### src/rtl/fcmp_pkg.sv
package fcmp_pkg;

    parameter int unsigned FP_EXP_W  = 8;
    parameter int unsigned FP_FRAC_W = 23;
    parameter int unsigned FP_W      = 1 + FP_EXP_W + FP_FRAC_W;
    parameter int unsigned INT_W     = 32;

    localparam int unsigned MAG_W    = FP_W - 1;
    localparam int unsigned QBIT     = FP_FRAC_W - 1;

    typedef enum logic [1:0] {
        CMP_EQ   = 2'b00,
        CMP_LT   = 2'b01,
        CMP_LE   = 2'b10,
        CMP_NONE = 2'b11
    } cmp_op_e;

    typedef struct packed {
        logic             sign;
        logic             is_zero;
        logic             is_inf;
        logic             is_nan;
        logic             is_snan;
        logic [MAG_W-1:0] mag;
    } fp_class_t;

    typedef struct packed {
        logic eq;
        logic lt;
    } order_t;

    typedef struct packed {
        logic hit;
        logic invalid;
    } verdict_t;

    function automatic fp_class_t fp_classify(input logic [FP_W-1:0] v);
        fp_class_t c;
        logic [FP_EXP_W-1:0]  e;
        logic [FP_FRAC_W-1:0] f;
        e = v[FP_W-2 -: FP_EXP_W];
        f = v[FP_FRAC_W-1:0];
        c.sign    = v[FP_W-1];
        c.mag     = v[MAG_W-1:0];
        c.is_zero = (e == '0) && (f == '0);
        c.is_inf  = (e == '1) && (f == '0);
        c.is_nan  = (e == '1) && (f != '0);
        c.is_snan = c.is_nan && !f[QBIT];
        return c;
    endfunction

endpackage

### src/rtl/fcmp_classify.sv
module fcmp_classify
    import fcmp_pkg::*;
(
    input  logic [FP_W-1:0] opnd,
    output fp_class_t       cls
);

    always_comb begin
        cls = fp_classify(opnd);
    end

endmodule

### src/rtl/fcmp_order.sv
module fcmp_order
    import fcmp_pkg::*;
(
    input  fp_class_t lhs,
    input  fp_class_t rhs,
    output order_t    ord
);

    logic both_zero;
    logic same_bits;
    logic mag_below;
    logic mag_above;

    always_comb begin
        both_zero = lhs.is_zero && rhs.is_zero;
        same_bits = (lhs.sign == rhs.sign) && (lhs.mag == rhs.mag);
        mag_below = lhs.mag < rhs.mag;
        mag_above = lhs.mag > rhs.mag;

        ord.eq = both_zero || same_bits;

        if (both_zero) begin
            ord.lt = 1'b0;
        end else if (lhs.sign != rhs.sign) begin
            ord.lt = lhs.sign;
        end else if (!lhs.sign) begin
            ord.lt = mag_below;
        end else begin
            ord.lt = mag_above;
        end
    end

endmodule

### src/rtl/fcmp_resolve.sv
module fcmp_resolve
    import fcmp_pkg::*;
(
    input  logic [1:0] op,
    input  fp_class_t  lhs,
    input  fp_class_t  rhs,
    input  order_t     ord,
    output verdict_t   vd
);

    logic any_nan;
    logic any_snan;

    always_comb begin
        any_nan  = lhs.is_nan || rhs.is_nan;
        any_snan = lhs.is_snan || rhs.is_snan;
        vd       = '0;
        unique case (cmp_op_e'(op))
            CMP_EQ: begin
                vd.hit     = ord.eq && !any_nan;
                vd.invalid = any_snan;
            end
            CMP_LT: begin
                vd.hit     = ord.lt && !any_nan;
                vd.invalid = any_nan;
            end
            CMP_LE: begin
                vd.hit     = (ord.lt || ord.eq) && !any_nan;
                vd.invalid = any_nan;
            end
            default: begin
                vd.hit     = 1'b0;
                vd.invalid = 1'b0;
            end
        endcase
    end

endmodule

### src/rtl/fcmp_unit.sv
module fcmp_unit
    import fcmp_pkg::*;
(
    input  logic             clk,
    input  logic             rst,
    input  logic             in_valid,
    input  logic [1:0]       in_op,
    input  logic [FP_W-1:0]  in_a,
    input  logic [FP_W-1:0]  in_b,
    output logic             out_valid,
    output logic [INT_W-1:0] out_result,
    output logic             out_invalid
);

    localparam int unsigned NUM_SRC = 2;

    logic [FP_W-1:0] src [NUM_SRC];
    fp_class_t       cls [NUM_SRC];
    order_t          ord;
    verdict_t        vd;

    assign src[0] = in_a;
    assign src[1] = in_b;

    for (genvar g = 0; g < NUM_SRC; g++) begin : g_cls
        fcmp_classify u_cls (
            .opnd (src[g]),
            .cls  (cls[g])
        );
    end

    fcmp_order u_order (
        .lhs (cls[0]),
        .rhs (cls[1]),
        .ord (ord)
    );

    fcmp_resolve u_resolve (
        .op  (in_op),
        .lhs (cls[0]),
        .rhs (cls[1]),
        .ord (ord),
        .vd  (vd)
    );

    always_ff @(posedge clk) begin
        if (rst) begin
            out_valid   <= 1'b0;
            out_result  <= '0;
            out_invalid <= 1'b0;
        end else begin
            out_valid   <= in_valid;
            out_result  <= {{(INT_W-1){1'b0}}, in_valid & vd.hit};
            out_invalid <= in_valid & vd.invalid;
        end
    end

endmodule

### config.mk
export PLATFORM = sky130hd
export DESIGN_NAME = fcmp_unit
export DESIGN_NICKNAME = d
export VERILOG_FILES = /design/src/rtl/fcmp_pkg.sv /design/src/rtl/fcmp_classify.sv /design/src/rtl/fcmp_order.sv /design/src/rtl/fcmp_resolve.sv /design/src/rtl/fcmp_unit.sv
export SDC_FILE = /design/constraint.sdc
export NUM_CORES = 1
export LEC_CHECK = 0
export BUFFER_PORTS_ARGS = -buffer_cell sky130_fd_sc_hd__buf_2
export CAP_MARGIN = 20
export CORE_MARGIN = 5
export CORE_UTILIZATION = 42
export DETAILED_ROUTE_END_ITERATION = 8
export GPL_TIMING_DRIVEN = 1
export PLACE_DENSITY = 0.83
export SETUP_SLACK_MARGIN = 0.3
export SLEW_MARGIN = 10
export SYNTH_ARGS = -nofsm -noshare
export SYNTH_HDL_FRONTEND = slang
export SYNTH_SLANG_ARGS = --single-unit
### constraint.sdc
create_clock -name clk -period 2.2 [get_ports clk]
set_input_delay 0.22 -clock clk [delete_from_list [all_inputs] [get_ports clk]]
set_output_delay 0.22 -clock clk [all_outputs]
set_load 0.01 [all_outputs]
# Yosys cells after proc, flatten, opt, wreduce, memory -nomap -nowiden
# Index checks and enable logic that the tools add are counted.
# op_classes
eq_ne	7
multipliers	0
div_mod_pow	0
n_shift	0
n_mux	4
magnitude_cmp	2
bitwise_logic	2
n_reduce_logical	25
add_sub_neg	0
# ops
op	n
23-bit logical NOT	2
23-bit nonzero test	2
31-bit equality test	1
31-bit greater-than comparator	1
31-bit < comparator	1
8-bit equality test, second input constant	2
8-bit logical NOT	2
1-bit logical AND	11
2-bit one-hot mux with 3 select lines	1
1-bit logical OR	4
1-bit logical NOT	3
1-bit two-way mux	3
1-bit AND	2
2-bit by 1-bit equality test with 1-bit output, second input constant	1
2-bit equality test, second input constant	1
2-bit logical NOT	1
1-bit equality test	1
1-bit inequality test	1
# totals
romBits	0
wordCells	44
ramBits	0
reg_bits	34
in_bits	69
latchBits	0
out_inout_bits	34
n_memories	0

# Depth between registers and ports, before layout
# logic_depth
ltp_word	8
mapped_depth	9
depth_no_buf	9

# Modules after synthesis
# Synthesis repeated with hierarchy kept, for this count alone.
# unflattened
cells_unflattened	271
area_unflattened_um2	2026.9
# by_module_without_submodules
mod	area_per_inst_um2	instances	seq_area_each_um2	cells_each
fcmp_order	835.8	1	0.0	114
fcmp_classify	377.9	2	0.0	52
fcmp_unit	325.3	1	60.1	38
fcmp_resolve	110.1	1	0.0	15

# Worst setup path after synthesis
# No wires, ideal clock.
# synth_path
path_kind	input -> register
start	input in_b[10]
end	register out_result[0]
required_ns	2.078
path_slack_ns	0.303
path_buffers	0
stages	9
t_arrival_ns	1.775
setup_ns	0.122
path_cell_list	inv_1 > ha_1 > nand4_2 > nor4_4 > o31ai_1 > and4b_1 > or3_1 > nand4_1 > a221oi_2
# synth_via
elab_chain_cells	8
word_cells_on_any_way	21
cone_classes	order compare (2); eq/ne (1); mux (4); bitwise (1); reduce/logical (13)
# synth_lines
element	line_no	source
start, declared	fcmp_unit.sv:9	input logic [FP_W-1:0] in_b,
31-bit < comparator (tied with other cells)	fcmp_order.sv:17	mag_below = lhs.mag < rhs.mag;
1-bit two-way mux / 1-bit logical AND (equally long branches)	fcmp_order.sv:26, fcmp_pkg.sv:45	
1-bit two-way mux / 1-bit logical AND (equally long branches)	fcmp_order.sv:24, fcmp_order.sv:15	
1-bit two-way mux / 1-bit logical OR (equally long branches)	fcmp_order.sv:22, fcmp_order.sv:20	
1-bit logical OR	fcmp_resolve.sv:28	vd.hit = (ord.lt || ord.eq) && !any_nan;
1-bit logical AND	fcmp_resolve.sv:28	
2-bit one-hot mux with 3 select lines *	fcmp_resolve.sv:18	unique case (cmp_op_e'(op))
1-bit AND *	fcmp_unit.sv:53	out_result <= {{(INT_W-1){1'b0}}, in_valid & vd.hit};
end signal, assigned	fcmp_unit.sv:53	
end, declared	fcmp_unit.sv:11	output logic [INT_W-1:0] out_result,
# Mark *: on every way between the ends. The rest lies on a longest branch, timed or not.
# A chain may end at the register's enable or synchronous reset.

# Final worst setup path
# layout_path
start	input in_b[15]
end	register out_result[0]
# Same word-level chain as after synthesis.

==> run_results.csv <==
group,metric,value,unit
global_routing,grt_overflow,0,
drt,drt-total-wl,4910,µm
global_routing,antenna_found_initial,0,
global_routing,track_usage,15.4,%
place,dp_hpwl,3510,µm
floorplanning,die_h,69.5,µm
floorplanning,die_area,0.00484,mm²
drt,drt_first_pass_iters,4,
setup_path,cp.arrival,2.07,ns
cts,root_buffer,"clkbuf_4",
setup_path,crit_type,"in2reg",
yosys,postSynthAreaPerCell,7.37,µm²
worst_hold_path,hold_depth,2,
drt,vias,1750,
yosys,ys.flop_type,"dfxtp_1",
floorplanning,die_w,69.5,µm
global_routing,grt_max_degree,5,
finish,area_delta_synth_final,49.2,%
finish,nets,385,
yosys,syn_area,0.00149,mm²
sta,rsz0062_at_grt,"yes",
yosys,synth.largest_area_cell,"ha_1",
floorplanning,rows,21,
yosys,synth_cell_types,36,
floorplanning,core,0.00339,mm²
finish,fin_cells,326,
worst_hold_path,holdPathEnd,"out_valid",
finish,fillCellCount,269,
worst_hold_path,min_path_type,"in2reg",
power_and_ir_drop,p_per_area,248,mW/mm²
drt,ant_nets,0,
finish,drive_above_1_share,43.2,%
sta,post-route-period-util,88.8,%
cts,h-tree-depth,1,
drt,routedWlPerCell,15.1,µm
yosys,ys_warn_count,0,
floorplanning,pin_count,103,
drt,drcViolationCount,0,
place,dp.cells,318,
yosys,synthCells,202,
global_routing,grt_pass1_vias,1513,
yosys,synthArstFlopShare,0,%
cts,cts_buffer_depth,2,
sta,fin_crit,1.95,ns
power_and_ir_drop,ir_worst_vdd,0.000122,V
yosys,ys_seq_area_share,4.03,%
job,drv_cap,0,
cts,cts_buffers,3,
global_routing,grt_pass1_wl,6300,µm
yosys,synth_top_area_share,29.4,%
yosys,ys_ff_latch,3,
place,place_congestion,0.870,
finish,diodes,0,
power_and_ir_drop,p_leak,1.11,nW
sta,max_freq,512,MHz
yosys,synth_area_leaders,"ha_1 (29%), buf_4 (16%), inv_1 (9.1%), nor4_1 (5.9%), nand4_1 (4.6%)",
place,io_buffers,71,
status,status,"finished, final reports clean",
sta,tns,0,ns
setup_path,crit_path_end_kind,"flop",
worst_hold_path,hp-start,"rst",
drt,viasPerCell,5.37,
sta,slew_viol_final,0,
setup_path,worstSetupStartpointType,"input port",
sta,hold_viol_final,0,
cts,cts_sinks,3,
setup_path,crit_required,2.31,ns
yosys,synth_edf_count,0,
setup_path,crit_path_max_fanout,2,
floorplanning,start_util,43.9,%
cts,path_clk_slew,0.04,ns
cts,cts_tree,"yes",
drt,drt_iter0_markers,103,
sta,setup_viol,0,
-- where the power goes --
group / leakage [nW] / switching [mW] / internal, mW
Sequential: 0.0245 / 0.000332 / 0.0564
Clock: 0.0150 / 0.0289 / 0.0680
Combinational: 1.08 / 0.210 / 0.188
-- layout by cell type, fill, tap and decap left out, types with 2 or more instances in the layout --
| cell | netlist | routed |
|---|---|---|
| or3_1 | 3 | 2 |
| clkbuf_4 | 0 | 3 |
| nor2_1 | 8 | 8 |
| dfxtp_1 | 3 | 3 |
| nand4_4 | 1 | 3 |
| inv_2 | 0 | 6 |
| buf_4 | 31 | 4 |
| buf_8 | 0 | 2 |
| nand3_1 | 6 | 5 |
| buf_6 | 0 | 13 |
| nor3_1 | 3 | 3 |
| ha_1 | 35 | 17 |
| a21oi_2 | 0 | 4 |
| ha_4 | 0 | 18 |
| o21ai_0 | 5 | 5 |
| buf_2 | 0 | 56 |
| a21oi_1 | 12 | 8 |
| nand2_1 | 10 | 10 |
| conb_1 | 1 | 31 |
| inv_4 | 0 | 4 |
| nor4_1 | 14 | 14 |
| inv_1 | 36 | 26 |
| nand4_1 | 11 | 11 |
-- worst max-delay path by stage --
stage,from,end,slack (ns),cells after the start
2_1_floorplan,in_b[10],out_result[0],0.30,9
3_3_place_gp,in_b[14],out_result[0],0.11,10
3_5_place_dp,in_b[14],out_result[0],0.08,10
4_1_cts,in_b[12],out_result[0],0.31,10
5_1_grt,in_b[17],out_result[0],0.19,11
6_report,in_b[15],out_result[0],0.25,11
-- cells in the mapped netlist (2+ instances only) --
master and instances:
o21ai_0 5, nand4_1 11, or3_1 3, nand3_1 6, o21ai_1 2, inv_1 36, ha_1 35, nand2_1 10
buf_4 31, nor2_1 8, nor3_1 3, nand4_2 2, nor4_1 14, dfxtp_1 3, a21oi_1 12
-- worst max-delay path: stages --
cell	delay (ns)
buf_6	0.08
inv_4	0.03
ha_4	0.26
nand4_1	0.20
buf_4	0.21
nor3_1	0.17
a221oi_1	0.11
and4b_1	0.23
or3_4	0.40
nand4_1	0.10
a221oi_2	0.07
-- per-stage QoR --
stage / utilization (%) / instance area, µm² / worst slack (ns) / total power [mW] / hold slack [ns]
final: 65.5 / 2220 / 0.246 / 0.551 / 0.157
after CTS: 54.3 / 1840 / 0.314 / 0.443 / 0.155
after detailed placement: 52.6 / 1780 / 0.0772 / 0.338 / 0.396
after global routing: 65.5 / 2220 / 0.191 / 0.599 / 0.163
after floorplan: - / 1600 / 0.303 / 0.265 / 0.303
after global placement: 52.6 / 1780 / 0.106 / 0.332 / 0.390
-- state kept, by name (all words and copies together) (netlist names) --
name	cells
out_result	1
out_invalid	1
out_valid	1
-- metal layers --
metal	vias up	share of wire (%)	GRT usage [%]
met5	-	0	0
met2	104	52	28.8
li1	819	-	-
met1	807	36	17.3
met4	0	3.2	5.21
met3	20	8.4	2.61
-- kinds of logic after synthesis --
logic type               after synthesis  share of synthesized area [%]
XOR/XNOR                               1                          0.588
AO/OA/AOI/OAI                         29                           13.3
buffers and inverters                 67                           24.7
adder cells (fa/ha/maj)               35                           29.4
AND/OR/NAND/NOR                       66                           27.7
other                                  1                          0.252
flip-flops                             3                           4.03
-- what timing repair did --
item / in CTS / in global routing
hold buffers: 0 / 0
endpoints found under the setup margin: 1 / 1
pin swaps: 2 / 21
buffers inserted: 1 / 3
cloned: 0 / 0
gates resized for setup: 2 / 61
-- area by class of cell --
class                           instances  area, µm²  area share [%]
Clock buffer                            4       26.3            1.18
Inverter                               36        145            6.54
Multi-Input combinational cell        162       1450            65.1
Sequential cell                         3       60.1            2.70
Tap cell                               46       57.6            2.59
Timing Repair Buffer                   75        487            21.9
Note: power is estimated with default switching activity, not from simulation.
